[src/rtl/pcrc_pkg.sv]
// Shared constants, mode codes and the single-bit Galois step for the CRC engine.
// Assumes the check value register is always 32 bits wide; 16-bit modes use the low half.
package pcrc_pkg;

    localparam int CRC_W  = 32;
    localparam int HALF_W = 16;

    typedef enum logic [2:0] {
        MODE_P16B = 3'b010,
        MODE_P16A = 3'b011,
        MODE_P32B = 3'b101,
        MODE_P32A = 3'b110
    } pcrc_mode_e;

    // One Galois step: feed bit b into state s under polynomial p.
    function automatic logic [CRC_W-1:0] crc_step(
        input logic [CRC_W-1:0] s,
        input logic [CRC_W-1:0] p,
        input logic             len32,
        input logic             b
    );
        logic [CRC_W-1:0] pe;
        logic             fb;
        logic [CRC_W-1:0] n;
        pe = p | CRC_W'(1);
        if (len32) begin
            fb = s[CRC_W-1] ^ b;
            n  = {s[CRC_W-2:0], 1'b0};
            if (fb) n = n ^ pe;
        end else begin
            fb = s[HALF_W-1] ^ b;
            n  = {{(CRC_W-HALF_W){1'b0}}, s[HALF_W-2:0], 1'b0};
            if (fb) n = n ^ {{(CRC_W-HALF_W){1'b0}}, pe[HALF_W-1:0]};
        end
        return n;
    endfunction

endpackage

[src/rtl/pcrc_mode_dec.sv]
// Decodes the three-bit mode code into a hit flag, the polynomial length
// and the chosen polynomial. Assumes unknown codes must not update state.
module pcrc_mode_dec
    import pcrc_pkg::*;
(
    input  logic [2:0]       mode_i,
    input  logic [CRC_W-1:0] poly_a_i,
    input  logic [CRC_W-1:0] poly_b_i,
    output logic             hit_o,
    output logic             len32_o,
    output logic [CRC_W-1:0] poly_o
);

    // Map each legal code onto length and register choice.
    always_comb begin
        hit_o   = 1'b1;
        len32_o = 1'b1;
        poly_o  = poly_a_i;
        case (mode_i)
            MODE_P32A: begin len32_o = 1'b1; poly_o = poly_a_i; end
            MODE_P32B: begin len32_o = 1'b1; poly_o = poly_b_i; end
            MODE_P16A: begin len32_o = 1'b0; poly_o = poly_a_i; end
            MODE_P16B: begin len32_o = 1'b0; poly_o = poly_b_i; end
            default:   begin hit_o = 1'b0; end
        endcase
    end

endmodule

[src/rtl/pcrc_lane_order.sv]
// Places the lanes of one beat into processing order: lane 0 first, in the
// top slot of the message word, since the chain consumes MSB first.
// Unused slots are zero; the chain tap for the width ignores them anyway.
module pcrc_lane_order #(
    parameter int LANE_W  = 8,
    parameter int LANES   = 4,
    parameter int WCODE_W = 2,
    localparam int DATA_W = LANE_W * LANES
) (
    input  logic [DATA_W-1:0]  data_i,
    input  logic [WCODE_W-1:0] width_i,
    output logic [DATA_W-1:0]  msg_o
);

    logic [LANES:0] used_cnt;

    // Number of lanes present in this beat.
    always_comb used_cnt = (LANES+1)'(1) << width_i;

    // Reverse lane order into the message slots.
    genvar j;
    generate
        for (j = 0; j < LANES; j++) begin : g_slot
            always_comb begin
                if ((LANES+1)'(j) < used_cnt)
                    msg_o[DATA_W-1-j*LANE_W -: LANE_W] = data_i[j*LANE_W +: LANE_W];
                else
                    msg_o[DATA_W-1-j*LANE_W -: LANE_W] = '0;
            end
        end
    endgenerate

endmodule

[src/rtl/pcrc_chain.sv]
// Unrolled chain of single-bit Galois steps. Tap i holds the state after
// the first i message bits (taken from the MSB down) have been folded in.
module pcrc_chain
    import pcrc_pkg::*;
#(
    parameter int STEPS = 32
) (
    input  logic [CRC_W-1:0]             state_i,
    input  logic [CRC_W-1:0]             poly_i,
    input  logic                         len32_i,
    input  logic [STEPS-1:0]             msg_i,
    output logic [STEPS:0][CRC_W-1:0]    taps_o
);

    // Starting point of the chain.
    always_comb taps_o[0] = state_i;

    genvar i;
    generate
        for (i = 0; i < STEPS; i++) begin : g_step
            // One bit of feedback per stage.
            always_comb taps_o[i+1] = crc_step(taps_o[i], poly_i, len32_i, msg_i[STEPS-1-i]);
        end
    endgenerate

endmodule

[src/rtl/pcrc_core.sv]
// Parallel CRC engine top. Holds the check value, loads the seed on init,
// and folds in one beat of 1, 2 or 4 lanes per accepted cycle.
// Assumes synchronous active-low reset and that the mode code and polynomials
// are stable while a beat is presented.
module pcrc_core
    import pcrc_pkg::*;
#(
    parameter int LANE_W  = 8,
    parameter int LANES   = 4,
    parameter int WCODE_W = 2,
    localparam int DATA_W = LANE_W * LANES,
    localparam int NCODES = $clog2(LANES) + 1
) (
    input  logic               clk,
    input  logic               rst_n,
    input  logic               init_i,
    input  logic [CRC_W-1:0]   seed_i,
    input  logic [CRC_W-1:0]   poly_a_i,
    input  logic [CRC_W-1:0]   poly_b_i,
    input  logic [2:0]         mode_i,
    input  logic [WCODE_W-1:0] width_i,
    input  logic               valid_i,
    input  logic [DATA_W-1:0]  data_i,
    output logic [CRC_W-1:0]   crc_o
);

    logic                       mode_hit;
    logic                       len32;
    logic [CRC_W-1:0]           poly_sel;
    logic [DATA_W-1:0]          msg;
    logic [DATA_W:0][CRC_W-1:0] taps;
    logic [CRC_W-1:0]           state_q;
    logic [CRC_W-1:0]           next_state;
    logic                       width_ok;
    logic [CRC_W-1:0]           seed_masked;

    pcrc_mode_dec u_dec (
        .mode_i   (mode_i),
        .poly_a_i (poly_a_i),
        .poly_b_i (poly_b_i),
        .hit_o    (mode_hit),
        .len32_o  (len32),
        .poly_o   (poly_sel)
    );

    pcrc_lane_order #(
        .LANE_W  (LANE_W),
        .LANES   (LANES),
        .WCODE_W (WCODE_W)
    ) u_order (
        .data_i  (data_i),
        .width_i (width_i),
        .msg_o   (msg)
    );

    pcrc_chain #(
        .STEPS (DATA_W)
    ) u_chain (
        .state_i (state_q),
        .poly_i  (poly_sel),
        .len32_i (len32),
        .msg_i   (msg),
        .taps_o  (taps)
    );

    // Pick the chain tap matching the beat width; flag unsupported codes.
    always_comb begin
        next_state = state_q;
        width_ok   = 1'b0;
        for (int c = 0; c < NCODES; c++) begin
            if (width_i == WCODE_W'(c)) begin
                next_state = taps[LANE_W << c];
                width_ok   = 1'b1;
            end
        end
    end

    // Seed is cut to the low half when a 16-bit code is applied.
    always_comb seed_masked = (mode_hit && !len32) ?
                              {{(CRC_W-HALF_W){1'b0}}, seed_i[HALF_W-1:0]} : seed_i;

    // Check value register: reset, init, or accept a beat.
    always_ff @(posedge clk) begin
        if (!rst_n)
            state_q <= '0;
        else if (init_i)
            state_q <= seed_masked;
        else if (valid_i && mode_hit && width_ok)
            state_q <= next_state;
    end

    // Result is the live state.
    always_comb crc_o = state_q;

endmodule

[config.mk]
export PLATFORM = sky130hd
export DESIGN_NAME = pcrc_core
export DESIGN_NICKNAME = d
export VERILOG_FILES = /design/src/rtl/pcrc_pkg.sv /design/src/rtl/pcrc_mode_dec.sv /design/src/rtl/pcrc_lane_order.sv /design/src/rtl/pcrc_chain.sv /design/src/rtl/pcrc_core.sv
export SDC_FILE = /design/constraint.sdc
export NUM_CORES = 2
export LEC_CHECK = 0
export BUFFER_PORTS_ARGS = -buffer_cell sky130_fd_sc_hd__buf_2
export CORE_MARGIN = 2
export CORE_UTILIZATION = 30
export CTS_CLUSTER_DIAMETER = 60
export DETAILED_ROUTE_END_ITERATION = 8
export SYNTH_ARGS = -nofsm -noshare
export SYNTH_HDL_FRONTEND = slang
export SYNTH_SLANG_ARGS = --single-unit
[constraint.sdc]
create_clock -name clk -period 25.6 [get_ports clk]
set_input_delay 5.12 -clock clk [delete_from_list [all_inputs] [get_ports clk]]
set_output_delay 5.12 -clock clk [all_outputs]
set_load 0.02 [all_outputs]
==> flow_summary.json <==
{
  "status": "finished clean",
  "synth_top_family_by_area": "XOR/XNOR gates",
  "slew_headroom_pct": 24.4,
  "place_area_mm2": 0.0307,
  "cp-start-kind": "primary input",
  "synthSimpleGateAreaFrac_pct": 28.1,
  "path_class": "primary input to register",
  "wl_per_cell_um": 21.3,
  "final_max_slew_viol_count": 0,
  "grt_antenna_before_repair": 14,
  "final_nets": 4415,
  "area_growth_pct": 8.64,
  "die_y_um": 312,
  "crit_required_ns": 25.74,
  "place.gp.congestion": 0.951,
  "cts_tree": "built",
  "fp-row-count": 112,
  "timing.final.crit_period_ns": 24.50,
  "synth_compound_area_share_pct": 21.3,
  "rr_startpoint": "crc_o[31]$_SDFFE_PN0P_",
  "grtUsageTotal_pct": 23.2,
  "cts_buffers": 5,
  "yosysUniqueCellTypes": 131,
  "synth_fa_ha_area_share_pct": 0.264,
  "grt_pass1_vias": 28040,
  "ant_nets": 0,
  "crit_fanout": 33,
  "worst_pin_slew_ns": 1.13,
  "synthMuxAreaShare_pct": 4.29,
  "cts_root_buf": "clkbuf_16",
  "cts.clk_slew.worst_paths_ns": 0.06,
  "worstSetupEndpointType": "register",
  "drtIter0Drc": 3636,
  "synth_ff_type": "dfxtp_1",
  "setup_viol": 0,
  "crit_arrival_ns": 24.64,
  "syn_avg_cell_area_um2": 6.59,
  "dieArea_mm2": 0.0974,
  "synth_edf_count": 0,
  "largest_reg_flops": 32,
  "setup_tns_ns": 0,
  "startpoint": "mode_i[1]",
  "ys_seq_elements": 32,
  "numPortBuffers": 166,
  "rsz0062_at_grt": "false",
  "syn_area_mm2": 0.0285,
  "syn_nets": 4463,
  "yosysWarnings": 0,
  "period_share_pct": 95.7,
  "synthArstFlopShare_pct": 0,
  "grt_pass1_wl_um": 178000,
  "seq_area_frac_synth_pct": 2.25,
  "coreArea_mm2": 0.0937,
  "synthCells": 4320,
  "stdcell_area_mm2": 0.0309,
  "min_path_type": "register to register",
  "grt_max_degree": 72,
  "fin_worst_skew_ns": 0.00787,
  "drc": 0,
  "vias_per_cell": 5.66,
  "clk_path_buf_depth": 2,
  "ioPinCount": 169,
  "synth-xor-area-share_pct": 38.6,
  "cts_max_level": 2,
  "cpMostUsedCell": "xnor3_1",
  "die_w_um": 312,
  "worstSkewPairLatency_ns": 0.30,
  "drv_cap": 0,
  "wl_um": 118000,
  "cts_sinks": 32,
  "vias": 31281,
  "initial_utilization_pct": 30.4,
  "hpwl_um": 90800,
  "grt.overflow.total": 0,
  "hold_buffers": 0,
  "hold_violations": 0,
  "crit_path_max_incr_delay_ns": 0.59,
  "drtPass1Iterations": 8,
  "hp-start": "crc_o[18]$_SDFFE_PN0P_",
  "worst_path_max_delay_cell": "or4_1",
  "layout-drive-gt1-share_pct": 11.4,
  "max_freq_mhz": 40.8
}
==> cell usage after synthesis, types with 24 or more instances <==
cell type | n | area share [%]
nand4_1 | 28 | 0.62
dfxtp_1 | 32 | 2.3
a22oi_1 | 24 | 0.63
and3_1 | 34 | 0.75
mux2_2 | 25 | 0.99
xnor3_1 | 48 | 3.8
a21oi_1 | 204 | 3.6
o21ai_0 | 176 | 3.1
mux2i_1 | 83 | 2.9
nand3_1 | 96 | 1.7
nor3_1 | 103 | 1.8
buf_1 | 43 | 0.57
a211oi_1 | 39 | 1.0
xnor2_1 | 935 | 29
nand2_1 | 362 | 4.8
xor2_1 | 116 | 3.6
o22ai_1 | 32 | 0.70
clkbuf_1 | 264 | 3.5
buf_2 | 32 | 0.56
or3_1 | 52 | 1.1
and2_1 | 45 | 0.99
a31oi_1 | 38 | 0.83
nor2_1 | 899 | 12
o211ai_1 | 49 | 1.3
==> through the flow <==
step                worst slack, ns  hold WS, ns  instances  util (%)
CTS                           0.901        0.628       5522      32.9
global route                 0.0209        0.678       5530      33.0
detailed placement            0.661        0.618       5514      32.8
floorplan                      4.23        0.616       4320         -
finish                         1.10        0.620       5531      33.0
global placement              0.819        0.616       5514      32.8
==> logic make-up after synthesis <==
logic type / Yosys count
xor+xnor: 1135
simple gates: 1787
compound gates: 883
fa+ha+maj: 6
flops: 32
buf+inv: 363
mux: 114
==> layer usage <==
metal / up-vias / part of all wire (%) / GRT usage [%] / wire (µm)
met5: - / 0.077 / 0 / 91
met3: 236 / 8.8 / 3.60 / 10400
met1: 14750 / 43 / 31.7 / 50400
met4: 16 / 4.7 / 9.03 / 5580
li1: 14726 / - / - / -
met2: 1553 / 44 / 36.4 / 51500
==> repair_timing <==
item,in CTS,in global routing
endpoints found under the setup margin,0,17
gates resized for setup,0,6
buffers inserted,0,5
endpoints found under the hold margin,0,0
==> cell usage in the layout, fill, tap and decap left out, drive strengths merged, types with 11 or more instances in the layout <==
cell type,n
xnor2,953
nor2,906
nand2,364
buf,295
a21oi,214
o21ai,203
xor2,124
nor3,106
nand3,97
mux2i,88
or3,53
xnor3,52
o211ai,50
and2,49
a211oi,45
a31oi,39
and3,37
o22ai,33
dfxtp,32
nand4,28
mux2,26
a22oi,26
o311ai,24
a21o,22
o21a,22
or2,22
nor2b,20
o311a,20
nor4,18
nand2b,18
o31ai,18
or4,18
a211o,16
a2111oi,13
o221ai,12
and4,12
a221oi,12
a311oi,12
inv,11
==> final timing paths <==
kind | endpoint | slack, ns | cells past startpoint
hold reg to reg | crc_o[18]$_SDFFE_PN0P_ | 0.62 | 2
hold / removal | crc_o[18]$_SDFFE_PN0P_ | 0.62 | 2
setup / recovery | crc_o[3]$_SDFFE_PN0P_ | 1.10 | 65
setup reg to reg | crc_o[3]$_SDFFE_PN0P_ | 5.62 | 63
==> worst max-delay path: cells and delay by family <==
family,cells,cell delay (ns)
xor gates and xnor gates,16,5.99
AOI/OAI and AO/OA,24,5.94
and+or+nand+nor,17,5.11
muxes,4,1.42
buffers and inverters,4,1.03
==> layout make-up <==
class | instances | area, µm²
fillers | 10153 | 62800
multi-input cells | 3925 | 26700
repair buffers | 296 | 1820
well taps | 1254 | 1570
flip-flops and latches | 32 | 641
clock buffers | 8 | 146
inverters | 12 | 45.0
diodes | 4 | 10.0
Power is not shown: default switching activity piles up to over one toggle a cycle in this logic, so the estimate is an artifact.
